[config.mk]
export PLATFORM = sky130hd
export DESIGN_NAME = lj_audio_rx
export DESIGN_NICKNAME = d
export VERILOG_FILES = /design/src/rtl/lj_rx_pkg.sv /design/src/rtl/lj_rx_sync.sv /design/src/rtl/lj_rx_deframer.sv /design/src/rtl/lj_rx_tick.sv /design/src/rtl/lj_audio_rx.sv
export SDC_FILE = /design/constraint.sdc
export NUM_CORES = 1
export LEC_CHECK = 0
export BUFFER_PORTS_ARGS = -buffer_cell sky130_fd_sc_hd__buf_2
export CAP_MARGIN = 15
export CORE_MARGIN = 1.5
export CORE_UTILIZATION = 50
export CTS_CLUSTER_SIZE = 8
export DETAILED_ROUTE_END_ITERATION = 10
export GPL_ROUTABILITY_DRIVEN = 0
export PLACE_DENSITY = 0.78
export SYNTH_ARGS = -nofsm -noshare
export SYNTH_HDL_FRONTEND = slang
export SYNTH_SLANG_ARGS = --single-unit
[constraint.sdc]
create_clock -name clk -period 3.46 [get_ports clk]
set_clock_uncertainty 0.2 [all_clocks]
set_input_delay 0.173 -clock clk [delete_from_list [all_inputs] [get_ports clk]]
set_output_delay 0.173 -clock clk [all_outputs]
set_load 0.005 [all_outputs]
[src/rtl/lj_rx_pkg.sv]
`timescale 1ns/1ps
package lj_rx_pkg;

  localparam int unsigned SAMPLE_W_DEF = 16;

  typedef enum logic {
    SLOT_LEFT  = 1'b0,
    SLOT_RIGHT = 1'b1
  } slot_e;

  // channel carried by the current slot, given the line level and inversion
  function automatic slot_e slot_of(input logic ws, input logic invert);
    return slot_e'(ws ^ invert);
  endfunction

  // codes 1..5 take the tick from the divided bit clock
  function automatic logic rate_is_oversampled(input logic [2:0] code);
    return (code != 3'd0) && (code < 3'd6);
  endfunction

endpackage

[src/rtl/lj_rx_sync.sv]
`timescale 1ns/1ps
module lj_rx_sync #(
  parameter int unsigned STAGES = 2
) (
  input  logic clk,
  input  logic rst_n,
  input  logic bclk_in,
  input  logic ws_in,
  input  logic sd_in,
  output logic bclk_rise,
  output logic ws_s,
  output logic sd_s
);

  localparam int unsigned NSIG  = 3;
  localparam int unsigned I_BCK = 2;
  localparam int unsigned I_WS  = 1;
  localparam int unsigned I_SD  = 0;

  logic [NSIG-1:0] raw;
  logic [NSIG-1:0] pipe [STAGES];
  logic            bclk_last;

  assign raw = {bclk_in, ws_in, sd_in};

  always_ff @(posedge clk) begin
    if (!rst_n) begin
      for (int i = 0; i < int'(STAGES); i++) pipe[i] <= '0;
      bclk_last <= 1'b0;
    end else begin
      pipe[0] <= raw;
      for (int i = 1; i < int'(STAGES); i++) pipe[i] <= pipe[i-1];
      bclk_last <= pipe[STAGES-1][I_BCK];
    end
  end

  assign bclk_rise = pipe[STAGES-1][I_BCK] & ~bclk_last;
  assign ws_s      = pipe[STAGES-1][I_WS];
  assign sd_s      = pipe[STAGES-1][I_SD];

endmodule

[src/rtl/lj_rx_deframer.sv]
`timescale 1ns/1ps
module lj_rx_deframer
  import lj_rx_pkg::*;
#(
  parameter int unsigned WORD_W = SAMPLE_W_DEF,
  localparam int unsigned CNT_W = $clog2(WORD_W + 1)
) (
  input  logic              clk,
  input  logic              rst_n,
  input  logic              bit_stb,
  input  logic              ws,
  input  logic              sd,
  input  logic              cfg_ws_invert,
  input  logic              cfg_bit_delay,
  input  logic              cfg_mono,
  output logic [WORD_W-1:0] left_out,
  output logic [WORD_W-1:0] right_out,
  output logic              sample_valid,
  output logic              ws_rise,
  output logic [CNT_W-1:0]  slot_bits
);

  logic              ws_prev;
  logic              pend_start;
  logic              active;
  slot_e             cur_slot;
  logic [WORD_W-1:0] shreg;
  logic [CNT_W-1:0]  cnt;
  logic [WORD_W-1:0] left_hold;

  logic              ws_edge;
  logic              slot_start;

  // write bit b at distance pos below the MSB
  function automatic logic [WORD_W-1:0] insert_bit(
    input logic [WORD_W-1:0] word,
    input logic [CNT_W-1:0]  pos,
    input logic              b
  );
    logic [WORD_W-1:0] w;
    w = word;
    w[WORD_W - 1 - int'(pos)] = b;
    return w;
  endfunction

  assign ws_edge    = bit_stb && (ws != ws_prev);
  assign ws_rise    = bit_stb && ws && !ws_prev;
  assign slot_start = bit_stb && (cfg_bit_delay ? pend_start : (ws != ws_prev));
  assign slot_bits  = cnt;

  always_ff @(posedge clk) begin
    if (!rst_n) begin
      ws_prev      <= 1'b0;
      pend_start   <= 1'b0;
      active       <= 1'b0;
      cur_slot     <= SLOT_LEFT;
      shreg        <= '0;
      cnt          <= '0;
      left_hold    <= '0;
      left_out     <= '0;
      right_out    <= '0;
      sample_valid <= 1'b0;
    end else begin
      sample_valid <= 1'b0;
      if (bit_stb) begin
        ws_prev    <= ws;
        pend_start <= cfg_bit_delay && ws_edge;
        if (slot_start) begin
          if (active) begin
            if (cur_slot == SLOT_LEFT) begin
              left_hold <= shreg;
            end else begin
              left_out     <= left_hold;
              right_out    <= cfg_mono ? left_hold : shreg;
              sample_valid <= 1'b1;
            end
          end
          active   <= 1'b1;
          cur_slot <= slot_of(ws, cfg_ws_invert);
          shreg    <= insert_bit('0, '0, sd);
          cnt      <= CNT_W'(1);
        end else if (active && (cnt < CNT_W'(WORD_W))) begin
          shreg <= insert_bit(shreg, cnt, sd);
          cnt   <= cnt + CNT_W'(1);
        end
      end
    end
  end

endmodule

[src/rtl/lj_rx_tick.sv]
`timescale 1ns/1ps
module lj_rx_tick
  import lj_rx_pkg::*;
#(
  parameter int unsigned OSR_DIV = 4,
  localparam int unsigned DIV_W  = (OSR_DIV > 1) ? $clog2(OSR_DIV) : 1
) (
  input  logic       clk,
  input  logic       rst_n,
  input  logic       bit_stb,
  input  logic       ws_rise,
  input  logic [2:0] cfg_rate,
  output logic       rate_tick
);

  logic [DIV_W-1:0] div_cnt;
  logic             div_wrap;

  assign div_wrap = bit_stb && (div_cnt == DIV_W'(OSR_DIV - 1));

  always_ff @(posedge clk) begin
    if (!rst_n) begin
      div_cnt   <= '0;
      rate_tick <= 1'b0;
    end else begin
      if (bit_stb) div_cnt <= div_wrap ? '0 : div_cnt + DIV_W'(1);
      rate_tick <= rate_is_oversampled(cfg_rate) ? div_wrap : ws_rise;
    end
  end

endmodule

[src/rtl/lj_audio_rx.sv]
`timescale 1ns/1ps
module lj_audio_rx
  import lj_rx_pkg::*;
#(
  parameter int unsigned SAMPLE_W    = SAMPLE_W_DEF,
  parameter int unsigned SYNC_STAGES = 2,
  parameter int unsigned OSR_DIV     = 4,
  localparam int unsigned CNT_W      = $clog2(SAMPLE_W + 1)
) (
  input  logic                clk,
  input  logic                rst_n,
  input  logic                bclk_in,
  input  logic                ws_in,
  input  logic                sd_in,
  input  logic                cfg_ws_invert,
  input  logic                cfg_bit_delay,
  input  logic                cfg_mono,
  input  logic [2:0]          cfg_rate,
  output logic [SAMPLE_W-1:0] left_out,
  output logic [SAMPLE_W-1:0] right_out,
  output logic                sample_valid,
  output logic                rate_tick
);

  logic             bclk_rise;
  logic             ws_s;
  logic             sd_s;
  logic             ws_rise;
  logic [CNT_W-1:0] slot_bits;

  lj_rx_sync #(.STAGES(SYNC_STAGES)) u_sync (
    .clk       (clk),
    .rst_n     (rst_n),
    .bclk_in   (bclk_in),
    .ws_in     (ws_in),
    .sd_in     (sd_in),
    .bclk_rise (bclk_rise),
    .ws_s      (ws_s),
    .sd_s      (sd_s)
  );

  lj_rx_deframer #(.WORD_W(SAMPLE_W)) u_deframer (
    .clk           (clk),
    .rst_n         (rst_n),
    .bit_stb       (bclk_rise),
    .ws            (ws_s),
    .sd            (sd_s),
    .cfg_ws_invert (cfg_ws_invert),
    .cfg_bit_delay (cfg_bit_delay),
    .cfg_mono      (cfg_mono),
    .left_out      (left_out),
    .right_out     (right_out),
    .sample_valid  (sample_valid),
    .ws_rise       (ws_rise),
    .slot_bits     (slot_bits)
  );

  lj_rx_tick #(.OSR_DIV(OSR_DIV)) u_tick (
    .clk       (clk),
    .rst_n     (rst_n),
    .bit_stb   (bclk_rise),
    .ws_rise   (ws_rise),
    .cfg_rate  (cfg_rate),
    .rate_tick (rate_tick)
  );

endmodule

# After elaboration in Yosys (flattened, before gate mapping)
# Memory sizes are Yosys's and may differ from the RTL's.
# Index checks and enable logic that the tools add are counted.
# W data, S select, Z words.
op_classes:
  addsub: 3
  order_cmp: 4
  eq_ne: 2
  mux: 16
  n_bitwise: 6
  n_reduce_logical: 17
ops:
  columns: ["cell", "count"]
  rows:
  - ["$mux W16", 3]
  - ["$ge A32 B1 Y1 const B", 1]
  - ["$lt A32 B5 Y1 const B", 1]
  - ["$bwmux W16", 1]
  - ["$reduce_and A4 Y1", 3]
  - ["$mux W5", 2]
  - ["$logic_and A1 B1 Y1", 9]
  - ["$mux W1", 6]
  - ["$mux W3", 2]
  - ["$sub A4 B5 Y6 const A", 1]
  - ["$add A5 B1 Y5 const B", 1]
  - ["$lt A5 B5 Y1 const B", 1]
  - ["$demux W1 S4", 1]
  - ["$reduce_and A2 Y1", 2]
  - ["$lt A3 B3 Y1 const B", 1]
  - ["$reduce_bool A3 Y1", 1]
  - ["$add A2 B1 Y2 const B", 1]
  - ["$eq A2 B2 Y1 const B", 1]
  - ["$mux W2", 1]
  - ["$not A1 Y1", 2]
  - ["$or A1 B1 Y1", 2]
  - ["$reduce_bool A2 Y1", 1]
  - ["$and A1 B1 Y1", 1]
  - ["$logic_not A1 Y1", 1]
  - ["other kinds (2)", 2]
totals:
  regBits: 78
  mem_bits_rw: 6
  inputBits: 11
  output_inout_bits: 34
  elab_cells: 62
  mem_count: 1
memory_table:
  columns: ["memory", "depth", "word_bits", "rd", "rd_clocked_by_memory_dff", "wr", "line_no", "rtl"]
  rows:
  - ["u_sync.pipe", 2, 3, 2, 0, 2, "lj_rx_sync.sv:21", "logic [NSIG-1:0] pipe [STAGES];"]

# Logic depth before layout (Yosys ltp)
depth:
  ltp_word: 8
  depth_mapped: 7
  mapped_depth_nobuf: 6

# By module
# From an unflattened synthesis, not the netlist that was laid out.
hier_totals:
  cells_unflattened: 356
  hier_area_um2: 3554.7
modules_own_cells:
  columns: ["mod", "instances", "cells_each", "area_per_inst_um2"]
  rows:
  - ["lj_rx_deframer", 1, 327, 3226.8]
  - ["lj_rx_sync", 1, 15, 190.2]
  - ["lj_rx_tick", 1, 14, 137.6]

# Least setup slack after synthesis
# No wires, ideal clock.
synth_timing:
  path_kind: "register to register"
  from: "memory u_sync.pipe[1][1] (netlist: u_sync.pipe[0][4])"
  to: "register u_deframer.left_hold[10]"
  arrival_time_ns: 1.372
  required_ns: 3.144
  setup_slack_ns: 1.772
  path_stages_with_launch: 6
  n_path_buf: 1
  period_less_slack_ns: 1.688
  path_cell_list: "dfxtp_1 > xor2_2 > o2111ai_4 > buf_4 > mux2i_1 > nor2b_1"
synth_lines:
  columns: ["item", "line_no", "rtl"]
  rows:
  - ["from (decl)", "lj_rx_sync.sv:21", null]
  - ["to (signal assigned)", "lj_rx_deframer.sv:71", "left_hold <= shreg;"]
  - ["to (decl)", "lj_rx_deframer.sv:29", "logic [WORD_W-1:0] left_hold;"]

==> flow_summary.ini <==
[timing]
max_slew.worst_pin.slew_ps = 808
relSlewSlack_pct = 46.1
setup_tns_ps = 0
min_period_over_period_pct = 56.8
period_minus_slack_ps = 1970
setup_violations = 0
hold_violations = 0
rsz0062_at_grt = false
setup_slack_ps = 1490
holdWs_ps = 33.7
max_freq_ghz = 0.509
report.final.slew_viol_count = 0

[pwr]
switchingPower_mw = 0.393
power_frac_comb_pct = 3.3
clkPwrFrac_pct = 40.0
p_sw_share_pct = 22.8
p_leak_nw = 1.97
irDropWorstVdd_mv = 0.169
p_int_mw = 1.33
p_total_mw = 1.72
seq_power_share_pct = 56.7
powerDensity_nw_per_um2 = 436

[drt]
antenna_left = 0
vias = 2502
vias_per_cell = 5.19
first_pass_iters = 5
drt_wl_total_microns = 6390
drc = 0
first_iter_violations = 117
avgRoutedWirePerCell_microns = 13.3

[clock_tree]
post_cts_resized = 0
cts_tree = yes
htree_levels = 3
cts-root-buf = clkbuf_8
cts.sink_count = 84
cts_buffers = 9
clock_latency_ps = 350
clock_path_buffers = 2
clk_pin_slew_ps = 90

[layout]
drive_gt1_share_pct = 16.9
nets = 414
area_delta_synth_final_pct = 13.7
fill_cells = 583
fin_cells = 482
diodes = 0

[worst_setup_path]
crit_fanout = 16
critPathCaptureType = register
worstPathRequired_ps = 3510
r2r_end = u_deframer.left_hold[9]$_SDFFE_PN0P_
r2r_cells = 4
path_class = register to register
worstReg2RegStart = u_sync.pipe[0][4]$_SDFF_PN0_
critPathLaunchType = register
cp.arrival_ps = 2010
r2r_slack_ps = 1490

[placement]
io_buffers = 44
placed_cells = 461
post-place-ws_ps = 1520
dp_hpwl_microns = 4310

[floorplan]
core.rowCount = 30
start_util_pct = 51.5
fp.dieW_microns = 86.4
dieArea_sq_um = 7470
ios = 45
die_y_microns = 86.4
core_sq_um = 6760

[synthesis]
synth.distinct_cells = 33
synth-main-ff-cell = dfxtp_1
syn_inst = 357
yosysSeqAreaShare_pct = 48.3
synth-seq-cells = 84
mappedNetlistArea_sq_um = 3480
syn_nets = 374
syn_avg_cell_area_sq_um = 9.74
synth_edf_count = 0
synthArstFlopShare_pct = 0
yosysWarnings = 0

[global_routing]
gr-total-overflow = 0
grt_first_pass_wirelength_microns = 10400
first_global_vias = 2308
grt_usage_pct = 18.0
antenna_found_initial = 0
grt_start_max_net_pins = 49

[worst_hold_path]
hold-path-endpoint = u_tick.rate_tick$_SDFF_PN0_
worstHoldStart = cfg_rate[1]
hold_depth = 4
hold_class = input pin to register

[job]
cap_violations = 0

[outcome]
outcome = completed
[worst max-delay path, stage by stage, from the launching register on]
cell       delay [ps]
dfxtp_1           370
xor2_2            230
o2111ai_4         680
mux2i_1           300
nor2b_1            70
[power groups by stage]
stage | Clock (mW) | Sequential, mW | Combinational (mW)
global route | 0.746 | 0.978 | 0.0636
CTS | 0.705 | 0.977 | 0.0581
global placement | 0 | 1.00 | 0.0526
detailed placement | 0 | 1.00 | 0.0537
finish | 0.690 | 0.977 | 0.0572
floorplan | 0 | 0.998 | 0.0411
[worst max path at each step]
| stage | to | startpoint | depth (start not counted) |
|---|---|---|---|
| after floorplan | u_deframer.left_hold[10]$_SDFFE_PN0P_ | u_sync.pipe[0][4]$_SDFF_PN0_ | 5 |
| after global placement | u_deframer.left_hold[11]$_SDFFE_PN0P_ | u_sync.pipe[0][4]$_SDFF_PN0_ | 4 |
| after detailed placement | u_deframer.right_out[9]$_SDFFE_PN0P_ | u_sync.pipe[0][4]$_SDFF_PN0_ | 5 |
| after CTS | u_deframer.left_hold[9]$_SDFFE_PN0P_ | u_sync.pipe[0][4]$_SDFF_PN0_ | 4 |
| after global routing | u_deframer.left_out[8]$_SDFFE_PN0P_ | u_sync.pipe[0][4]$_SDFF_PN0_ | 5 |
| final | u_deframer.left_hold[9]$_SDFFE_PN0P_ | u_sync.pipe[0][4]$_SDFF_PN0_ | 4 |
[logic make-up (layout without fill, tap and decap cells)]
group / count (synthesis) / count (layout) / synth area share (%)
simple gates: 134 / 134 / 18.0
flops: 84 / 84 / 48.3
compound gates: 51 / 51 / 12.6
mux: 46 / 46 / 13.2
buf+inv: 31 / 76 / 4.17
fa+ha+maj: 6 / 6 / 2.16
xor+xnor: 5 / 5 / 1.48
[registers in the layout, summed over array words and instances, names as in the netlist, 2 cells and up]
signal / count
u_deframer.shreg: 16
u_deframer.right_out: 16
u_sync.pipe: 6
u_deframer.left_out: 16
u_deframer.left_hold: 16
u_tick.div_cnt: 2
u_deframer.slot_bits: 5
[metal layers]
layer | GRT usage [%] | part of all wire [%]
met3 | 2.86 | 2.7
met5 | 0 | 0
met1 | 23.0 | 48
met2 | 29.1 | 48
met4 | 9.82 | 1.2
[stage by stage]
step	instance area [sq um]	util [%]
floorplan	3480	-
global placement	3710	54.9
detailed placement	3710	54.9
CTS	3960	58.5
global route	3960	58.5
finish	3960	58.5
[cell usage in the layout (no fill, tap or decap), drive strengths merged]
cell type and instances:
xor2 4, clkbuf 9, o211ai 1, ha 6, nand4 4, nor3 2
o211a 17, nand2 60, buf 47, bufinv 1, nor2 21, dlygate4sd3 5
xnor2 1, a41o 1, inv 9, mux2i 46, o2111ai 2, a211oi 1
clkinvlp 3, and4bb 1, nand2b 2, nor2b 20, and2 7, clkinv 2
nand3 15, a21boi 21, o2111a 1, a21oi 7, dfxtp 84, and3 1
and3b 1
[final cells by class]
cell class	instances	area [sq um]	area share (%)
clock buffer	9	124	3.13
timing repair buffer	52	293	7.40
sequential	84	1680	42.5
tap	80	100	2.53
multi-input combinational	242	1650	41.8
inverter	8	30.0	0.759
clock inverter	7	75.1	1.90
[Yosys cell counts, drive strengths merged (7+ instances only)]
cell	instances	area share, %
nand2	60	6.5
nor2b	20	3.6
a21oi	7	1.0
a21boi	21	4.5
nor2	21	2.3
dfxtp	84	48
nand3	15	2.2
mux2i	46	13
and2	7	1.3
buf	9	1.8
clkbuf	14	1.5
o211a	17	4.9
inv	8	0.86
[repair_timing]
item,4_1_cts,5_1_grt
hold buffers,5,0
hold endpoints to repair,5,0
setup buffers,0,0
No activity file was read; power rests on OpenSTA's default activity.
